$ cat src/rtl/sdram_boot_pkg.sv
package sdram_boot_pkg;

   // command pins in the order {cs_n, ras_n, cas_n, we_n}
   typedef enum logic [3:0] {
      CMD_MRS = 4'b0000,
      CMD_REF = 4'b0001,
      CMD_PRE = 4'b0010,
      CMD_NOP = 4'b0111
   } sdr_cmd_e;

   typedef enum logic [3:0] {
      PH_SETTLE,
      PH_PRE,
      PH_PRE_GAP,
      PH_REF,
      PH_REF_GAP,
      PH_MODE,
      PH_MODE_GAP,
      PH_XMODE,
      PH_XMODE_GAP,
      PH_READY
   } boot_phase_e;

   localparam int MODE_W = 13;

   typedef struct packed {
      logic [1:0] cas_lat;
      logic [2:0] burst_len;
      logic       burst_ilv;
      logic       wr_single;
      logic [1:0] drive;
      logic [2:0] pasr;
   } boot_cfg_t;

endpackage

$ cat src/rtl/boot_gap_timer.sv
module boot_gap_timer #(
   parameter int CNT_W   = 8,
   parameter int RST_VAL = 0
) (
   input  logic             clk,
   input  logic             rst_n,
   input  logic             load,
   input  logic [CNT_W-1:0] load_val,
   output logic             cnt_zero
);

   logic [CNT_W-1:0] cnt;

   always_ff @(posedge clk or negedge rst_n) begin
      if (!rst_n)
         cnt <= CNT_W'(RST_VAL);
      else if (load)
         cnt <= load_val;
      else if (cnt != '0)
         cnt <= cnt - 1'b1;
   end

   assign cnt_zero = (cnt == '0);

   // once expired the timer stays expired until reloaded (R3 settle window)
   p_zero_hold_r3: assert property (@(posedge clk) disable iff (!rst_n)
      (cnt_zero && !load) |=> cnt_zero);

endmodule

$ cat src/rtl/boot_seq_fsm.sv
module boot_seq_fsm
   import sdram_boot_pkg::*;
#(
   parameter int TRP_CYC  = 3,
   parameter int TRC_CYC  = 9,
   parameter int TMRD_CYC = 2,
   parameter int NUM_REF  = 2,
   parameter int CNT_W    = 8
) (
   input  logic             clk,
   input  logic             rst_n,
   input  logic             ext_en,
   input  logic             gap_zero,
   output boot_phase_e      phase,
   output logic             load,
   output logic [CNT_W-1:0] load_val
);

   localparam int RC_W = $clog2(NUM_REF + 1);

   boot_phase_e     phase_nxt;
   logic [RC_W-1:0] ref_cnt;

   always_ff @(posedge clk or negedge rst_n) begin
      if (!rst_n) begin
         phase   <= PH_SETTLE;
         ref_cnt <= '0;
      end else begin
         phase <= phase_nxt;
         if (phase == PH_REF)
            ref_cnt <= ref_cnt + 1'b1;
      end
   end

   always_comb begin
      phase_nxt = phase;
      load      = 1'b0;
      load_val  = '0;
      case (phase)
         PH_SETTLE:    if (gap_zero) phase_nxt = PH_PRE;
         PH_PRE: begin
            phase_nxt = PH_PRE_GAP;
            load      = 1'b1;
            load_val  = CNT_W'(TRP_CYC - 2);
         end
         PH_PRE_GAP:   if (gap_zero) phase_nxt = PH_REF;
         PH_REF: begin
            phase_nxt = PH_REF_GAP;
            load      = 1'b1;
            load_val  = CNT_W'(TRC_CYC - 2);
         end
         PH_REF_GAP:
            if (gap_zero)
               phase_nxt = (ref_cnt == RC_W'(NUM_REF)) ? PH_MODE : PH_REF;
         PH_MODE: begin
            phase_nxt = PH_MODE_GAP;
            load      = 1'b1;
            load_val  = CNT_W'(TMRD_CYC - 2);
         end
         PH_MODE_GAP:
            if (gap_zero) phase_nxt = ext_en ? PH_XMODE : PH_READY;
         PH_XMODE: begin
            phase_nxt = PH_XMODE_GAP;
            load      = 1'b1;
            load_val  = CNT_W'(TMRD_CYC - 2);
         end
         PH_XMODE_GAP: if (gap_zero) phase_nxt = PH_READY;
         PH_READY:     phase_nxt = PH_READY;
         default:      phase_nxt = PH_SETTLE;
      endcase
   end

   // the mode write only starts once every refresh has been counted
   p_refs_done_r5: assert property (@(posedge clk) disable iff (!rst_n)
      (phase == PH_MODE) |-> (ref_cnt == RC_W'(NUM_REF)));

   // the ready phase is terminal until reset
   p_ready_sticky_r10: assert property (@(posedge clk) disable iff (!rst_n)
      (phase == PH_READY) |=> (phase == PH_READY));

endmodule

$ cat src/rtl/boot_cmd_enc.sv
module boot_cmd_enc
   import sdram_boot_pkg::*;
#(
   parameter int ADDR_W = 13,
   parameter int BA_W   = 2
) (
   input  boot_phase_e       phase,
   input  boot_cfg_t         cfg,
   output logic [3:0]        cmd,
   output logic [BA_W-1:0]   ba,
   output logic [ADDR_W-1:0] addr,
   output logic              ready
);

   logic [MODE_W-1:0] word;
   logic [1:0]        ba_w;

   always_comb begin
      cmd   = CMD_NOP;
      word  = '0;
      ba_w  = 2'b00;
      ready = 1'b0;
      case (phase)
         PH_PRE: begin
            cmd      = CMD_PRE;
            word[10] = 1'b1;
         end
         PH_REF:  cmd = CMD_REF;
         PH_MODE: begin
            cmd       = CMD_MRS;
            word[2:0] = cfg.burst_len;
            word[3]   = cfg.burst_ilv;
            word[6:4] = {1'b0, cfg.cas_lat};
            word[9]   = cfg.wr_single;
         end
         PH_XMODE: begin
            cmd       = CMD_MRS;
            ba_w      = 2'b10;
            word[2:0] = cfg.pasr;
            word[6:5] = cfg.drive;
         end
         PH_READY: ready = 1'b1;
         default:  cmd = CMD_NOP;
      endcase
   end

   generate
      if (ADDR_W > MODE_W) begin : g_addr_pad
         assign addr = {{(ADDR_W - MODE_W){1'b0}}, word};
      end else if (ADDR_W == MODE_W) begin : g_addr_eq
         assign addr = word;
      end else begin : g_addr_cut
         assign addr = word[ADDR_W-1:0];
      end

      if (BA_W > 2) begin : g_ba_pad
         assign ba = {{(BA_W - 2){1'b0}}, ba_w};
      end else begin : g_ba_eq
         assign ba = ba_w;
      end
   endgenerate

endmodule

$ cat src/rtl/sdram_boot_seq.sv
module sdram_boot_seq
   import sdram_boot_pkg::*;
#(
   parameter int ADDR_W     = 13,
   parameter int BA_W       = 2,
   parameter int SETTLE_CYC = 26667,
   parameter int TRP_CYC    = 3,
   parameter int TRC_CYC    = 9,
   parameter int TMRD_CYC   = 2,
   parameter int NUM_REF    = 2
) (
   input  logic              clk,
   input  logic              rst_n,
   input  logic [1:0]        cfg_cas_lat,
   input  logic [2:0]        cfg_burst_len,
   input  logic              cfg_burst_ilv,
   input  logic              cfg_wr_single,
   input  logic [1:0]        cfg_drive,
   input  logic [2:0]        cfg_pasr,
   input  logic              cfg_ext_en,
   output logic              sd_cke,
   output logic              sd_cs_n,
   output logic              sd_ras_n,
   output logic              sd_cas_n,
   output logic              sd_we_n,
   output logic [BA_W-1:0]   sd_ba,
   output logic [ADDR_W-1:0] sd_addr,
   output logic              init_done
);

   localparam int GAP_A   = (TRP_CYC > TRC_CYC) ? TRP_CYC : TRC_CYC;
   localparam int GAP_B   = (GAP_A > TMRD_CYC) ? GAP_A : TMRD_CYC;
   localparam int MAX_CNT = (SETTLE_CYC > GAP_B) ? SETTLE_CYC : GAP_B;
   localparam int CNT_W   = $clog2(MAX_CNT + 1);

   generate
      if (ADDR_W < 11) begin : g_bad_addr
         $error("ADDR_W must reach bit 10 for precharge-all");
      end
      if (BA_W < 2) begin : g_bad_ba
         $error("BA_W must be at least 2");
      end
      if (SETTLE_CYC < 1) begin : g_bad_settle
         $error("SETTLE_CYC must be at least 1");
      end
      if (TRP_CYC < 2 || TRC_CYC < 2) begin : g_bad_gap
         $error("TRP_CYC and TRC_CYC must be at least 2");
      end
      if (TMRD_CYC < 2) begin : g_bad_mrd
         $error("TMRD_CYC must be at least 2");
      end
      if (NUM_REF < 2) begin : g_bad_ref
         $error("NUM_REF must be at least 2");
      end
   endgenerate

   boot_phase_e      phase;
   logic             load;
   logic [CNT_W-1:0] load_val;
   logic             gap_zero;
   logic [3:0]       cmd;
   boot_cfg_t        cfg;

   assign cfg = '{cas_lat:   cfg_cas_lat,
                  burst_len: cfg_burst_len,
                  burst_ilv: cfg_burst_ilv,
                  wr_single: cfg_wr_single,
                  drive:     cfg_drive,
                  pasr:      cfg_pasr};

   boot_gap_timer #(
      .CNT_W   (CNT_W),
      .RST_VAL (SETTLE_CYC - 1)
   ) i_timer (
      .clk      (clk),
      .rst_n    (rst_n),
      .load     (load),
      .load_val (load_val),
      .cnt_zero (gap_zero)
   );

   boot_seq_fsm #(
      .TRP_CYC  (TRP_CYC),
      .TRC_CYC  (TRC_CYC),
      .TMRD_CYC (TMRD_CYC),
      .NUM_REF  (NUM_REF),
      .CNT_W    (CNT_W)
   ) i_fsm (
      .clk      (clk),
      .rst_n    (rst_n),
      .ext_en   (cfg_ext_en),
      .gap_zero (gap_zero),
      .phase    (phase),
      .load     (load),
      .load_val (load_val)
   );

   boot_cmd_enc #(
      .ADDR_W (ADDR_W),
      .BA_W   (BA_W)
   ) i_enc (
      .phase (phase),
      .cfg   (cfg),
      .cmd   (cmd),
      .ba    (sd_ba),
      .addr  (sd_addr),
      .ready (init_done)
   );

   assign sd_cke = 1'b1;
   assign {sd_cs_n, sd_ras_n, sd_cas_n, sd_we_n} = cmd;

   // precharge must address all banks
   p_pre_all_r4: assert property (@(posedge clk) disable iff (!rst_n)
      (cmd == CMD_PRE) |-> sd_addr[10]);

   // a precharge is followed by a no-op gap
   p_pre_gap_r5: assert property (@(posedge clk) disable iff (!rst_n)
      (cmd == CMD_PRE) |=> (cmd == CMD_NOP));

   // a mode write is followed by a no-op cycle
   p_mode_gap_r9: assert property (@(posedge clk) disable iff (!rst_n)
      (cmd == CMD_MRS) |=> (cmd == CMD_NOP));

   // handover: bus parked while done
   p_done_idle_r9: assert property (@(posedge clk) disable iff (!rst_n)
      init_done |-> (cmd == CMD_NOP && sd_addr == '0 && sd_ba == '0));

   // done never drops without reset
   p_done_sticky_r10: assert property (@(posedge clk) disable iff (!rst_n)
      init_done |=> init_done);

endmodule

$ cat config.mk
export PLATFORM = sky130hd
export DESIGN_NAME = sdram_boot_seq
export DESIGN_NICKNAME = d
export VERILOG_FILES = /design/src/rtl/sdram_boot_pkg.sv /design/src/rtl/boot_gap_timer.sv /design/src/rtl/boot_seq_fsm.sv /design/src/rtl/boot_cmd_enc.sv /design/src/rtl/sdram_boot_seq.sv
export SDC_FILE = /design/constraint.sdc
export NUM_CORES = 1
export LEC_CHECK = 0
export CAP_MARGIN = 20
export CORE_ASPECT_RATIO = 1.2
export CORE_MARGIN = 1.5
export CORE_UTILIZATION = 35
export CTS_CLUSTER_DIAMETER = 40
export DETAILED_ROUTE_END_ITERATION = 10
export HOLD_SLACK_MARGIN = 0.05
export PLACE_DENSITY = 0.62
export RECOVER_POWER = 25
export SLEW_MARGIN = 20
export SYNTH_ARGS = -nofsm -noshare
export SYNTH_HDL_FRONTEND = slang
export SYNTH_HIERARCHICAL = 1
export SYNTH_SLANG_ARGS = --single-unit
$ cat constraint.sdc
create_clock -name clk -period 4.93 [get_ports clk]
set_clock_uncertainty 0.1 [all_clocks]
set_input_delay 0.493 -clock clk [delete_from_list [all_inputs] [get_ports clk]]
set_output_delay 0.493 -clock clk [all_outputs]
set_load 0.01 [all_outputs]
=== Word level (Yosys, flattened, before mapping) ===
Index checks and enable logic that the tools add are counted.

* Output and inout bits: 21
* Register bits: 21

* Equal/unequal tests: 15
* Add/subtract/negate cells: 2
* Muxes and demuxes: 20
* Reduce and logical (&&, ||, !) cells: 7

{| class="wikitable"
|+ Operators with widths
! cell !! number
|-
| $pmux 4 s10 || 1
|-
| $mux 15 || 2
|-
| $mux 4 || 6
|-
| $eq 4x3->1 const B || 4
|-
| $logic_not 15->1 || 1
|-
| $reduce_bool 15->1 || 1
|-
| $sub 15x1->15 const B || 1
|-
| $pmux 3 s2 || 2
|-
| $ne 2x2->1 const B || 5
|-
| $pmux 3 s3 || 1
|-
| $eq 4x2->1 const B || 2
|-
| $eq 4x4->1 const B || 2
|-
| $reduce_and 5->1 || 1
|-
| $eq 4x1->1 const B || 1
|-
| $logic_not 4->1 || 1
|-
| $mux 1 || 4
|-
| $mux 2 || 2
|-
| $pmux 2 s2 || 1
|-
| $reduce_or 4->1 || 1
|-
| $mux 3 || 1
|-
| $add 2x1->2 const B || 1
|-
| $eq 2x2->1 const B || 1
|-
| $reduce_bool 2->1 || 1
|-
| $reduce_or 2->1 || 1
|}

=== Logic depth before layout (Yosys ltp) ===
* Depth after elaboration: 4
* Mapped depth: 7
* Gate-level depth less buffers: 7

=== Cells and area by module ===
The synthesis kept the hierarchy.

{| class="wikitable"
|+ By module, submodules not included
! module !! cells an instance !! area each (µm²) !! times used
|-
| boot_gap_timer || 79 || 837.1 || 1
|-
| boot_seq_fsm || 50 || 469.2 || 1
|-
| boot_cmd_enc || 30 || 212.7 || 1
|-
| sdram_boot_seq || 2 || 11.3 || 1
|}

=== Worst setup path after synthesis ===
Ideal clock, no wire load.

* Kind: register to register
* Start point: reg i_timer.cnt[0]
* End point: reg i_fsm.phase[2]
* Path buffers: 0
* Stages on the path, launching flop included: 8
* Data arrival time: 2,156 ps
* Period minus slack after synthesis: 2,379 ps
* Required time: 4,706 ps
* Path slack: 2,551 ps
* Cell sequence: dfrtp_1 -> inv_1 -> ha_1 -> or4b_1 -> nor4b_4 -> nor2b_1 -> o22a_1 -> o22ai_2

* Cells in the longest elaborated chain, start to end: 3
* Elaborated cells between the ends (all ways): 7
* Those cells by class: eq/ne: 5; reduce/logical: 2

{| class="wikitable"
|+ Ends and longest elaborated chain
! what !! RTL line !! source
|-
| start: declaration || boot_gap_timer.sv:12 || <nowiki>logic [CNT_W-1:0] cnt;</nowiki>
|-
| start signal: assignment || boot_gap_timer.sv:16 || <nowiki>cnt <= CNT_W'(RST_VAL);</nowiki>
|-
| start signal: assignment || boot_gap_timer.sv:18 || <nowiki>cnt <= load_val;</nowiki>
|-
| start signal: assignment || boot_gap_timer.sv:20 || <nowiki>cnt <= cnt - 1'b1;</nowiki>
|-
| $logic_not 15->1 (*) || boot_gap_timer.sv:23 || <nowiki>assign cnt_zero = (cnt == '0);</nowiki>
|-
| net gap_zero || sdram_boot_seq.sv:60 || <nowiki>logic gap_zero;</nowiki>
|-
| $ne 2x2->1 (no line) || - ||
|-
| $reduce_and 5->1 (no line) (*) || - ||
|-
| end signal: assignment || boot_seq_fsm.sv:29 || <nowiki>phase <= phase_nxt;</nowiki>
|-
| end: declaration || boot_seq_fsm.sv:14 || <nowiki>output boot_phase_e phase,</nowiki>
|}

Mark *: on every way through the listed nets, which the timed path passes. The rest lies on a longest branch.
A chain may end at the register's enable or synchronous reset.

=== Worst setup path in the final report ===
Same ends and word-level chain as after synthesis.

==> impl_metrics.yaml <==
outcome:
  outcome: "complete, no violations"
logic_synthesis:
  synthArstFlopShare: 1.00
  yosys_warnings: 6
  syn_area_um2: 1530
  synth_compound_area_frac: 0.155
  synth-adder-area-share: 0.0164
  synthSimpleGateAreaFrac: 0.217
  synth-edff-count: 0
  synthCells: 161
  synth-xor-area-share: 0.0687
  avgSynthCellArea_um2: 9.50
  yosys.cell_types.count: 47
  synth_top_family_by_area: "simple AND/OR/NAND/NOR gates"
  synth_ff_type: "dfrtp_1"
  synthMuxAreaShare: 0.0335
  ys_seq_area_frac: 0.348
  ys_seq_elements: 21
setup_path:
  crit_type: "reg -> reg"
  critPathCaptureType: "flip-flop"
  worstPathRequired_ns: 4.97
  cp-start-kind: "flip-flop"
  crit_fanout: 11
  r2r_cells: 7
  cp_data_arrival_time_ns: 2.68
clock_network:
  cts_tree: "yes"
  ctsResizeCount: 0
  clock-sinks: 21
  clk_pin_slew_ns: 0.08
  clock_latency_ns: 0.27
  clock_path_buffers: 2
  postCtsHoldBufs: 0
  cts_root_buffer: "clkbuf_8"
  cts_buffers: 3
  h-tree-depth: 1
  cts_setup_buffers: 0
routing:
  drt_wl_total_mm: 2.71
  ant_nets: 0
  via_per_inst: 4.66
  drt_iter0_drc: 48
  num_vias: 1110
  drc: 0
  first_pass_iters: 4
  avgRoutedWirePerCell_um: 11.4
sta:
  finalSetupViolCount: 0
  grt_setup_unrepaired: "false"
  tightest_slew_ns: 0.680
  setup_tns_ns: 0
  finalCriticalPeriod_ns: 2.65
  hold_violations: 0
  fin_ws_ns: 2.28
  finalCritPeriodShare: 0.537
  max_freq_mhz: 378
  slew_headroom: 0.546
  slew_violations: 0
cells_and_area:
  layout.nets: 200
  final_cells: 238
  mostFrequentLayoutCell: "clkdlybuf4s50_1"
  antenna_cells: 0
  design_area_um2: 1790
  utilization: 0.422
  final_cell_mix: "27 x clkdlybuf4s50_1, 19 x conb_1, 15 x dfrtp_1, 9 x nor2_1, 9 x xor2_1"
  areaGrowthSynthToFinish_pct: 16.8
  drive_above_1_share: 0.0879
placement:
  numPortBuffers: 28
  place_ws_ns: 2.29
  dp_cells: 233
  post-dp-hpwl_mm: 1.95
  place.gp.congestion: 0.832
  detailed_place.area_um2: 1740
global_route:
  globalRouteTotalUtil: 0.124
  grt_pass1_vias: 1035
  antenna_found_initial: 0
  grt_pass1_wl_mm: 4.69
  grt_max_degree: 24
  overflow: 0
die:
  num_rows: 26
  start_util: 0.362
  die_area_um2: 4780
  die_h_um: 75.4
  coreArea_um2: 4230
  die_w_um: 63.4
  io_pins: 36
min_path:
  min_path_cells: 2
  hp-class: "reg -> reg"
job:
  cap_viol_max_count: 0
power_and_ir_drop:
  ir_drop_v: 0.0000738
  p_leak_nw: 0.719
  pwr_density_cell_nw_per_um2: 171
[logic make-up (layout without fill, tap and decap cells)]
logic type | after synthesis | after routing
flip-flops | 21 | 21
multiplexers | 5 | 5
other | 3 | 19
AND/OR/NAND/NOR | 50 | 50
XOR/XNOR | 12 | 12
AO/OA/AOI/OAI | 32 | 32
adder cells (fa/ha/maj) | 2 | 2
buffers and inverters | 36 | 41
[cell usage after synthesis (all sizes together), types with 2 or more instances]
library cell | number | share of area
buf | 25 | 0.13
dfrtp | 15 | 0.25
nor2 | 10 | 0.026
o21ai | 9 | 0.029
xor2 | 9 | 0.052
a22o | 8 | 0.046
inv | 8 | 0.020
nand2 | 8 | 0.020
dfstp | 6 | 0.10
nor3 | 5 | 0.016
o31ai | 5 | 0.025
and2 | 4 | 0.016
mux2i | 4 | 0.026
or4 | 4 | 0.020
clkbuf | 3 | 0.0074
conb | 3 | 0.0074
nand2b | 3 | 0.012
nor2b | 3 | 0.012
xnor2 | 3 | 0.017
ha | 2 | 0.016
nor4b | 2 | 0.021
or3 | 2 | 0.0082
[final timing paths]
path                                 start          endpoint  slack, ns
min reg2reg                i_timer/cnt[14]   i_timer/cnt[14]       0.38
min                        i_timer/cnt[14]   i_timer/cnt[14]       0.38
max reg2reg                 i_timer/cnt[0]    i_fsm/phase[2]       2.28
min in group asynchronous            rst_n   i_timer/cnt[10]       0.48
max                         i_timer/cnt[0]    i_fsm/phase[2]       2.28
max in group asynchronous            rst_n  i_fsm/ref_cnt[1]       3.32
[state kept, by name, summed over array words and instances, names as in the netlist]
| signal | cells |
|---|---|
| i_timer/cnt | 15 |
| i_fsm/ref_cnt | 2 |
| i_fsm/phase | 4 |
[per-layer routing]
| metal | part of all wire | global-route usage | up-vias |
|---|---|---|---|
| met5 | 0 | 0 | - |
| met4 | 0.020 | 0.0652 | 0 |
| met3 | 0.044 | 0.0251 | 5 |
| met2 | 0.47 | 0.211 | 26 |
| met1 | 0.46 | 0.150 | 507 |
| li1 | - | - | 572 |
[metrics by stage]
step / total power (W) / hold slack, ns
finish: 0.000306 / 0.380
floorplan: 0.000191 / 0.0974
CTS: 0.000312 / 0.386
detailed placement: 0.000194 / 0.373
global placement: 0.000194 / 0.360
global route: 0.000323 / 0.433
[critical path: stages, from the launching register on]
cell     delay [ns]
dfrtp_1        0.39
inv_1          0.09
ha_1           0.20
or4b_1         0.56
nor4b_4        0.62
nor2b_1        0.29
o22a_1         0.19
o22ai_2        0.07
[where the power goes]
part           total (W)  switching [W]  leakage (nW)  internal (W)
sequential      0.000172              0         0.226      0.000172
clock           0.000114      0.0000580        0.0255     0.0000564
combinational  0.0000188     0.00000858         0.467     0.0000102
total           0.000306      0.0000666         0.719      0.000239
[area by class of cell]
| type | instances | area [um2] |
|---|---|---|
| clock buffers | 3 | 41.3 |
| clock inverters | 1 | 5.00 |
| repair buffers | 29 | 284 |
| inverters | 8 | 30.0 |
| fillers | 429 | 2440 |
| well taps | 56 | 70.1 |
| multi-input cells | 120 | 823 |
| flip-flops and latches | 21 | 533 |
Power figures use the tool's default switching activity.
